**config.mk**
```make
export PLATFORM = sky130hd
export DESIGN_NAME = dls_irq_top
export DESIGN_NICKNAME = d
export VERILOG_FILES = /design/src/rtl/dls_pkg.sv /design/src/rtl/dls_ctrl_regs.sv /design/src/rtl/dls_stat_bit.sv /design/src/rtl/dls_irq_merge.sv /design/src/rtl/dls_irq_top.sv
export SDC_FILE = /design/constraint.sdc
export NUM_CORES = 1
export LEC_CHECK = 0
export ABC_AREA = 1
export BUFFER_PORTS_ARGS = -buffer_cell sky130_fd_sc_hd__buf_2
export CAP_MARGIN = 10
export CORE_MARGIN = 3
export CORE_UTILIZATION = 35
export DETAILED_ROUTE_END_ITERATION = 16
export SYNTH_ARGS = -nofsm -noshare
export SYNTH_HDL_FRONTEND = slang
export SYNTH_SLANG_ARGS = --single-unit
```
**constraint.sdc**
```tcl
create_clock -name clk_i -period 0.8 [get_ports clk_i]
set_input_delay 0.12 -clock clk_i [delete_from_list [all_inputs] [get_ports clk_i]]
set_output_delay 0.12 -clock clk_i [all_outputs]
set_load 0.05 [all_outputs]
```
**src/rtl/dls_pkg.sv**
```systemverilog
package dls_pkg;
  localparam int unsigned ADDR_W = 2;

  typedef enum logic [ADDR_W-1:0] {
    ADDR_STAT = 2'd0,
    ADDR_IEN  = 2'd1,
    ADDR_CTRL = 2'd2
  } dls_addr_e;

  localparam int unsigned EVT_MOS   = 0;
  localparam int unsigned EVT_ABORT = 1;
  localparam int unsigned EVT_FCS   = 2;

  localparam int unsigned CTRL_BLK_EN = 0;
  localparam int unsigned CTRL_COR    = 1;
  localparam int unsigned CTRL_W      = 2;
endpackage

```
**src/rtl/dls_ctrl_regs.sv**
```systemverilog
module dls_ctrl_regs
  import dls_pkg::*;
#(
  parameter int unsigned N_EVT = 3
) (
  input  logic             clk_i,
  input  logic             rst_ni,
  input  logic             wr_en_i,
  input  logic [ADDR_W-1:0] addr_i,
  input  logic [N_EVT-1:0] wdata_i,
  output logic [N_EVT-1:0] ien_o,
  output logic             blk_en_o,
  output logic             cor_mode_o
);
  logic [N_EVT-1:0]  ien_q;
  logic [CTRL_W-1:0] ctrl_q;

  always_ff @(posedge clk_i or negedge rst_ni) begin
    if (!rst_ni) begin
      ien_q  <= '0;
      ctrl_q <= '0;
    end else if (wr_en_i) begin
      if (addr_i == ADDR_IEN)  ien_q  <= wdata_i;
      if (addr_i == ADDR_CTRL) ctrl_q <= wdata_i[CTRL_W-1:0];
    end
  end

  assign ien_o      = ien_q;
  assign blk_en_o   = ctrl_q[CTRL_BLK_EN];
  assign cor_mode_o = ctrl_q[CTRL_COR];

  AST_IEN_HOLD: assert property (@(posedge clk_i) disable iff (!rst_ni)
    !(wr_en_i && addr_i == ADDR_IEN) |=> $stable(ien_o));
  AST_CTRL_HOLD: assert property (@(posedge clk_i) disable iff (!rst_ni)
    !(wr_en_i && addr_i == ADDR_CTRL) |=> $stable(cor_mode_o) && $stable(blk_en_o));
endmodule

```
**src/rtl/dls_stat_bit.sv**
```systemverilog
module dls_stat_bit (
  input  logic clk_i,
  input  logic rst_ni,
  input  logic set_i,
  input  logic clr_i,
  output logic stat_o
);
  logic stat_q;

  // a set wins over a clear so no event is lost
  always_ff @(posedge clk_i or negedge rst_ni) begin
    if (!rst_ni)    stat_q <= 1'b0;
    else if (set_i) stat_q <= 1'b1;
    else if (clr_i) stat_q <= 1'b0;
  end

  assign stat_o = stat_q;

  AST_SET_STICKS: assert property (@(posedge clk_i) disable iff (!rst_ni)
    set_i |=> stat_o);
  AST_HOLD: assert property (@(posedge clk_i) disable iff (!rst_ni)
    !set_i && !clr_i |=> $stable(stat_o));
  AST_CLEARS: assert property (@(posedge clk_i) disable iff (!rst_ni)
    clr_i && !set_i |=> !stat_o);
endmodule

```
**src/rtl/dls_irq_merge.sv**
```systemverilog
module dls_irq_merge #(
  parameter int unsigned N_EVT = 3
) (
  input  logic [N_EVT-1:0] stat_i,
  input  logic [N_EVT-1:0] ien_i,
  input  logic             blk_en_i,
  output logic             irq_o
);
  logic [N_EVT-1:0] hit;

  always_comb begin
    for (int k = 0; k < N_EVT; k++) hit[k] = stat_i[k] & ien_i[k];
  end

  assign irq_o = blk_en_i & (|hit);

  always_comb begin
    if (!blk_en_i) AST_BLK_GATE: assert (!irq_o);
    if ((stat_i & ien_i) == '0) AST_NO_SRC: assert (!irq_o);
  end
endmodule

```
**src/rtl/dls_irq_top.sv**
```systemverilog
module dls_irq_top
  import dls_pkg::*;
#(
  parameter int unsigned N_EVT = 3
) (
  input  logic              clk_i,
  input  logic              rst_ni,
  input  logic [N_EVT-1:0]  evt_i,
  input  logic              idle_misalign_i,
  input  logic              wr_en_i,
  input  logic              rd_en_i,
  input  logic [ADDR_W-1:0] addr_i,
  input  logic [N_EVT-1:0]  wdata_i,
  output logic [N_EVT-1:0]  rdata_o,
  output logic              irq_o
);
  logic [N_EVT-1:0] ien, stat, set_vec, clr_vec, rdata_d;
  logic             blk_en, cor_mode, rd_stat, wr_stat;

  dls_ctrl_regs #(.N_EVT(N_EVT)) i_ctrl (
    .clk_i, .rst_ni, .wr_en_i, .addr_i, .wdata_i,
    .ien_o(ien), .blk_en_o(blk_en), .cor_mode_o(cor_mode)
  );

  assign rd_stat = rd_en_i && addr_i == ADDR_STAT;
  assign wr_stat = wr_en_i && addr_i == ADDR_STAT;

  always_comb begin
    set_vec = evt_i;
    set_vec[EVT_FCS] = evt_i[EVT_FCS] | idle_misalign_i;
  end

  for (genvar k = 0; k < N_EVT; k++) begin : g_stat
    assign clr_vec[k] = cor_mode ? rd_stat : (wr_stat & wdata_i[k]);
    dls_stat_bit i_bit (
      .clk_i, .rst_ni, .set_i(set_vec[k]), .clr_i(clr_vec[k]), .stat_o(stat[k])
    );
  end

  always_comb begin
    rdata_d = '0;
    if (rd_en_i) begin
      unique case (addr_i)
        ADDR_STAT: rdata_d = stat;
        ADDR_IEN:  rdata_d = ien;
        ADDR_CTRL: begin
          rdata_d[CTRL_BLK_EN] = blk_en;
          rdata_d[CTRL_COR]    = cor_mode;
        end
        default:   rdata_d = '0;
      endcase
    end
  end

  always_ff @(posedge clk_i or negedge rst_ni) begin
    if (!rst_ni) rdata_o <= '0;
    else         rdata_o <= rdata_d;
  end

  dls_irq_merge #(.N_EVT(N_EVT)) i_merge (
    .stat_i(stat), .ien_i(ien), .blk_en_i(blk_en), .irq_o
  );

  AST_MISALIGN_SETS: assert property (@(posedge clk_i) disable iff (!rst_ni)
    idle_misalign_i |=> stat[EVT_FCS]);
  AST_COR_NO_WR: assert property (@(posedge clk_i) disable iff (!rst_ni)
    cor_mode && !rd_stat && set_vec == '0 |=> $stable(stat));
  AST_RD_IDLE_ZERO: assert property (@(posedge clk_i) disable iff (!rst_ni)
    !rd_en_i |=> rdata_o == '0);
  AST_RD_RETURNS: assert property (@(posedge clk_i) disable iff (!rst_ni)
    rd_stat |=> rdata_o == $past(stat));
endmodule

```
## Yosys cells after proc, flatten, opt, wreduce, memory -nomap -nowiden

Index checks and enable logic that the tools add are counted.
W data, S select, Z words.

- Equality and inequality tests: 2
- Mux-type cells: 12
- Bitwise logic cells: 8
- Reduce and logical (&&, ||, !) cells: 9

Operator list:

| kind | number |
|---|---|
| $mux W1 | 9 |
| $and A1 B1 Y1 | 7 |
| $pmux W2 S3 | 1 |
| $reduce_bool A2 Y1 | 3 |
| $reduce_and A2 Y1 | 2 |
| $mux W3 | 1 |
| $reduce_or A3 Y1 | 1 |
| $eq A2 B1 Y1 const B | 1 |
| $eq A2 B2 Y1 const B | 1 |
| $logic_and A1 B1 Y1 | 2 |
| $logic_not A2 Y1 | 1 |
| $pmux W1 S2 | 1 |
| $or A1 B1 Y1 | 1 |

- Bits in registers: 11
- Input bits: 13
- Output and inout bits: 4
- Logic and storage cells: 37

## Logic depth before layout (Yosys ltp)

Gate-level depths: netlist of run 1.

- Depth in word-level cells: 6
- Depth in mapped cells: 5
- Gate-level depth less buffers: 5

## By module

From an unflattened synthesis of run 1, not the netlist that was laid out.

- Cell total of the unflattened synthesis: 77
- Area, all modules: 571.8 µm²

By module, submodules not included:

| module | instances | cells each | area each (µm²) | sequential area each (µm²) |
|---|---|---|---|---|
| dls_ctrl_regs | 1 | 24 | 216.5 | 125.1 |
| dls_irq_top | 1 | 32 | 211.5 | 75.1 |
| dls_stat_bit | 3 | 5 | 40.0 | 25.0 |
| dls_irq_merge | 1 | 6 | 23.8 | 0.0 |

## Least setup slack after synthesis of run 1

Ideal clock, no wire load.

- Path type: reg-to-output
- From: register i_ctrl.ien_q[2], in the netlist i_ctrl.ien_o[2]
- To: output port irq_o
- Arrival: 807 ps
- Required time: 680 ps
- Path slack: -127 ps
- Cell stages (with the launch flop): 5
- Buffers on the path: 0
- Cell sequence: dfrtp_1 nand2_1 nand3_1 nand2_1 inv_1

- Cells in the longest elaborated chain, start to end: 3

Ends and longest elaborated chain:

| what | line | source |
|---|---|---|
| from (decl) | dls_ctrl_regs.sv:15 | `logic [N_EVT-1:0] ien_q;` |
| from (signal assigned) | dls_ctrl_regs.sv:23 | `if (addr_i == ADDR_IEN) ien_q <= wdata_i;` |
| $and A1 B1 Y1 | dls_irq_merge.sv:12 | `for (int k = 0; k < N_EVT; k++) hit[k] = stat_i[k] & ien_i[k];` |
| $reduce_or A3 Y1 | dls_irq_merge.sv:15 | `assign irq_o = blk_en_i & (\|hit);` |
| $and A1 B1 Y1 | dls_irq_merge.sv:15 |  |
| to (decl) | dls_irq_top.sv:15 | `output logic irq_o` |

No other way between the ends.

## Worst setup path in the final report of run 1

- From: register i_ctrl.ien_q[1], in the netlist i_ctrl.ien_o[1]
- To: output port irq_o

Same word-level chain as after synthesis.

==> results.yml, run 1 <==
placement:
  place_ws_ns: -0.144
  io_buffers: 16
  gp_congestion: 0.769
  placedCellCount: 111
  dp_hpwl_um: 979
global_routing:
  grt_max_degree: 12
  grt_overflow: 0
  grt_pass1_vias: 591
  antenna_found_initial: 0
  grt_first_pass_wirelength_mm: 2.36
  track_usage_pct: 16.6
timing:
  maxSlewViolCount: 0
  period_share_pct: 147
  max_slew_margin_pct: 82.9
  finalSetupViolations: 10
  skew_ns: 0.000835
  fmax_mhz: 848
  worst_pin_slew_ns: 0.256
  rsz0062_at_grt: "true"
  timing.final.hold_violations: 0
  worst_slack_ns: -0.379
  hold_slack_ns: 0.0264
  min_period_ns: 1.18
die:
  pin_count: 17
  start_util_pct: 39.5
  core_mm2: 0.00138
  die_y_um: 45.5
  die_w_um: 45.5
  row_count: 13
  fp.dieArea_mm2: 0.00207
power:
  p_seq_share_pct: 43.8
  power_density_mw_per_mm2: 1820
  p_leak_uw: 0.000475
  clock_power_share_pct: 26.0
  ir_worst_vdd_uv: 1140
  p_switching_uw: 494
  swShare_pct: 32.8
  comb_power_share_pct: 30.2
  internal_power_uw: 1010
cells_and_area:
  nFillCells: 129
  stdcell_count: 118
  drive_above_1_share_pct: 42.7
  final_nets: 117
  syn_to_final_growth_pct: 51.5
  antennaDiodeCount: 0
logic_synthesis:
  yosysTopAreaCell: "dfrtp_1"
  synth_commonest_cells: "21 x nand2_1, 15 x inv_1, 11 x dfrtp_1"
  ys_types: 11
  synth-async-reset-ratio_pct: 100
  synth_edf_count: 0
  ys.flop_type: "dfrtp_1"
  synth_seq_area_share_pct: 50.3
  netlist.area_leader.share_pct: 50.3
  synthCells: 71
  yosys-top-cells-area: "dfrtp_1 50%, nand2_1 14%, inv_1 10%, nand3_1 8.2%, o21ai_0 4.6%"
  synthesis.nets: 84
  syn_avg_cell_area_um2: 7.70
  synth_most_common_cell: "nand2_1"
  synth-seq-cells: 11
  syn-cell-area_um2: 547
  synth_warnings: 0
critical_path:
  crit_start: "i_ctrl.ien_o[1]"
  cp-start-kind: "flip-flop"
  r2r_setup_slack_ns: -0.17
  critPathMaxFanout: 2
  r2r-start: "i_ctrl.ien_o[1]"
  crit_type: "flip-flop to primary output"
  cp.required_ns: 0.68
  cp-end-kind: "primary output"
  arrival_ns: 1.06
route:
  drtPass1Iterations: 4
  totalWireLength_mm: 1.38
  drt-vias-per-instance: 4.93
  avgRoutedWirePerCell_um: 11.7
  ant_nets: 0
  via_count: 582
  drc: 0
  drt_iter0_drc: 3
status:
  violations: "setup timing"
  status: "complete, but fails checks"
clocking:
  cts_sinks: 11
  clock-root-buffer: "clkbuf_4"
  cts_tree: "built"
  cts_buffer_depth: 2
  htreeDepth: 1
  path_clk_slew_ns: 0.07
  cts_made_buffers: 3
  clkLatencyLatePin_ns: 0.27
flow_run:
  cap_violations: 0
worst_hold_path:
  hold_path.class: "primary input to flip-flop"
  hold_start: "evt_i[2]"
cell type report:
cell class              count  area (µm²)  share of cell area [%]
inverters                  15        56.3                    6.80
flip-flops and latches     11         275                    33.2
clock buffers               4        26.3                    3.17
well taps                  15        18.8                    2.27
multi-input cells          45         246                    29.8
repair buffers             28         205                    24.8
cells by family after synthesis:
kind of cell	after synthesis	share of synthesized area [%]
and+or+nand+nor	36	30.7
buffers and inverters	15	10.3
DFF	11	50.3
AOI/OAI and AO/OA	9	8.69
timing repair:
action / in CTS / in global routing
hold buffers: 1 / 0
setup buffers: 2 / 4
hold endpoints to repair: 11 / 0
resized for setup: 16 / 10
endpoints found under the setup margin: 9 / 11
pin swaps: 6 / 3
sequential cells by signal (all words and copies together), names as in the netlist:
name,flops
g_stat.i_bit.stat_o,3
rdata_o,3
i_ctrl.ien_o,3
i_ctrl.ctrl_q,2
power by group through the flow:
stage          logic, µW  clock network [µW]  registers [µW]
2_1_floorplan        159                   0             698
3_3_place_gp         365                   0             661
3_5_place_dp         364                   0             661
4_1_cts              418                 396             657
5_1_grt              501                 426             666
6_report             455                 392             660
routing by layer:
layer  global-route usage, %  routed length (µm)  vias up
li1                        -                   -      289
met1                    18.2                 578      263
met2                    26.2                 632       21
met3                    5.53                  98        9
met4                    12.3                  70        0
met5                       0                   0        -
path summary, 6_finish.rpt:
| kind | cells past startpoint | endpoint |
|---|---|---|
| max in group asynchronous | 2 | i_ctrl.ctrl_q[1] |
| setup reg to reg | 6 | rdata_o[1] |
| setup / recovery | 5 | irq_o |
| min in group asynchronous | 2 | rdata_o[1] |
| hold reg to reg | 2 | i_ctrl.ctrl_q[0] |
| hold / removal | 3 | g_stat[2].i_bit.stat_o |
metrics by stage:
step           cell area [µm²]  power [µW]  util [%]  TNS [ns]
3_5_place_dp               713        1030      51.6    -0.378
2_1_floorplan              547         857         -    -0.127
5_1_grt                    828        1590      59.9     -1.85
3_3_place_gp               713        1030      51.6    -0.348
6_report                   828        1510      59.9     -1.38
4_1_cts                    798        1470      57.7    -0.982
worst max-delay path, stage by stage (launching register included):
cell and delay [ns]:
dfrtp_1 0.40, nand2_1 0.07, nand3_1 0.07, nand2_1 0.06, inv_1 0.04, buf_6 0.14
cell usage in the layout, fill, tap and decap left out, drive strengths merged:
cell         netlist  routed
buf                0      27
nand2             21      21
inv               15      15
dfrtp             11      11
nand3             10      10
o21ai              5       5
clkbuf             0       4
nand4              3       3
a21oi              3       3
nor2               2       2
a21boi             1       1
dlygate4sd3        0       1
Note: power is estimated with default switching activity, not from simulation.
==> run 2: changes to the inputs <==
--- a/config.mk
+++ b/config.mk
@@ -8,9 +8,12 @@
 export ABC_AREA = 1
 export BUFFER_PORTS_ARGS = -buffer_cell sky130_fd_sc_hd__buf_2
 export CAP_MARGIN = 10
+export CELL_PAD_IN_SITES_DETAIL_PLACEMENT = 0
+export CELL_PAD_IN_SITES_GLOBAL_PLACEMENT = 1
 export CORE_MARGIN = 3
-export CORE_UTILIZATION = 35
+export CORE_UTILIZATION = 30
 export DETAILED_ROUTE_END_ITERATION = 16
+export PLACE_DENSITY_LB_ADDON = 0.1
 export SYNTH_ARGS = -nofsm -noshare
 export SYNTH_HDL_FRONTEND = slang
 export SYNTH_SLANG_ARGS = --single-unit
==> run 2 against run 1 <==
Effect of this change: global-route usage shrank 3.0 points; final cell count grew 6.8%; the flow still finishes with violations (setup timing); total power shrank 2.2%; clock power grew 1%; setup slack gained 0.016 ns; first-iteration DRC count grew to 3.0 times the previous value; clock skew grew 0.0030 ns; die area grew 14%; worst hold slack lost 0.0016 ns; design area shrank 0.45%; largest cell class unchanged; routed wire length grew 1.4%; largest power group unchanged.
==> results.yml, run 2 (synthesis results as in run 1) <==
die:
  core_mm2: 0.00161
  fp.dieArea_mm2: 0.00237
  start_util_pct: 33.9
  pin_count: 17
  die_w_um: 48.7
  row_count: 14
  die_y_um: 48.7
critical_path:
  crit_chain: "nand2_1 -> nand3_1 -> nand2_1 -> inv_1 -> buf_6"
  crit_start: "g_stat[2].i_bit.stat_o"
  arrival_ns: 1.04
  cp_top_family: "flip-flops"
  worst-path-buf-inv: 2
  cp-end-kind: "primary output"
  cp-start-kind: "flip-flop"
  crit_type: "flip-flop to primary output"
  crit_slowest_cell: "dfrtp_1"
  r2r-start: "i_ctrl.ctrl_q[1]"
  r2r_setup_slack_ns: -0.09
  slowest_delay_ns: 0.39
  cp.required_ns: 0.68
  critPathMaxFanout: 2
  crit_path_frequent_cell: "nand2_1"
power:
  p_leak_uw: 0.000474
  power_density_mw_per_mm2: 1790
  ir_worst_vdd_uv: 768
status:
  violations: "setup timing"
  status: "complete, but fails checks"
timing:
  hold_slack_ns: 0.0249
  min_period_ns: 1.16
  fmax_mhz: 860
  worst_slack_ns: -0.363
  skew_ns: 0.00385
  worst_pin_slew_ns: 0.288
  period_share_pct: 145
  max_slew_margin_pct: 80.8
  rsz0062_at_grt: "true"
  maxSlewViolCount: 0
  fin_tns_setup_ns: -1.04
  timing.final.hold_violations: 0
  finalSetupViolations: 9
global_routing:
  grt_first_pass_wirelength_mm: 2.44
  grt_pass1_vias: 531
  antenna_found_initial: 0
  track_usage_pct: 13.6
  grt_max_degree: 12
  grt_overflow: 0
route:
  ant_nets: 0
  drc: 0
  drtPass1Iterations: 2
  totalWireLength_mm: 1.40
  avgRoutedWirePerCell_um: 11.1
  drt_iter0_drc: 9
  via_count: 544
  drt-vias-per-instance: 4.32
placement:
  dp_hpwl_mm: 1.04
  gp_congestion: 0.793
  place_ws_ns: -0.126
  io_buffers: 16
flow_run:
  cap_violations: 0
cells_and_area:
  drive_above_1_share_pct: 40.2
  final_util_pct: 51.2
  final_nets: 116
  final_common_cell: "nand2_1"
  syn_to_final_growth_pct: 50.8
  antennaDiodeCount: 0
  final_cell_mix: "19 x nand2_1, 13 x inv_1, 12 x buf_2"
clocking:
  path_clk_slew_ns: 0.07
  cts_made_buffers: 3
  htreeDepth: 1
  clock-root-buffer: "clkbuf_4"
  cts_sinks: 11
  cts_tree: "built"
  clkLatencyLatePin_ns: 0.27
  cts_buffer_depth: 2
worst_hold_path:
  hold_start: "evt_i[1]"
  hold_path.class: "primary input to flip-flop"
## run 2: cell types whose count changed in the layout (fill, tap and decap cells not counted), sizes merged
cell	previous run	this run
buf	27	26
## run 2: report_power, final
| group | total (µW) | switching [µW] | internal, µW | leakage, µW |
|---|---|---|---|---|
| clock network | 397 | 204 | 193 | 0.0000150 |
| logic | 422 | 239 | 183 | 0.000329 |
| registers | 655 | 40.5 | 614 | 0.000130 |
| total | 1470 | 484 | 990 | 0.000474 |
## run 2: tightest hold or removal path, stage by stage
cell,delay (ns)
buf_2,0.07
inv_1,0.03
nand2_1,0.04
## run 2: path summary, 6_finish.rpt
path                                          end  cells past startpoint
max reg2reg                g_stat[2].i_bit.stat_o                      5
min reg2reg                      i_ctrl.ctrl_q[0]                      2
max in group asynchronous              rdata_o[2]                      2
min in group asynchronous              rdata_o[0]                      2
max                                         irq_o                      5
min                        g_stat[1].i_bit.stat_o                      3
## run 2: timing repair
action | in CTS | in global routing
setup buffers | 1 | 1
hold buffers | 1 | 0
pin swaps | 4 | 13
gates resized for setup | 12 | 8
setup endpoints to repair | 9 | 11
hold endpoints to repair | 11 | 0
## run 2: per-stage QoR
| stage | instance area [µm²] | total power [µW] | cells |
|---|---|---|---|
| 6_report | 825 | 1470 | 126 |
| 5_1_grt | 825 | 1590 | 126 |
| 4_1_cts | 801 | 1460 | 126 |
| 3_5_place_dp | 724 | 1030 | 120 |
| 3_3_place_gp | 724 | 1020 | 120 |
| 2_1_floorplan | 547 | 857 | 71 |
## run 2: cell type report
cell class / count / area, µm²
inverter: 15 / 56.3
fill: 176 / 787
timing repair buffer: 27 / 190
sequential: 11 / 275
tap: 24 / 30.0
multi-input combinational: 45 / 246
clock buffer: 4 / 26.3
## run 2: metal layers
layer	GRT usage, %	wire length, µm	share of wire (%)	up-vias
met5	0	0	0	-
met4	7.11	34	2.4	0
li1	-	-	-	287
met1	17.7	664	47	236
met2	19.7	628	45	16
met3	4.60	73	5.2	5
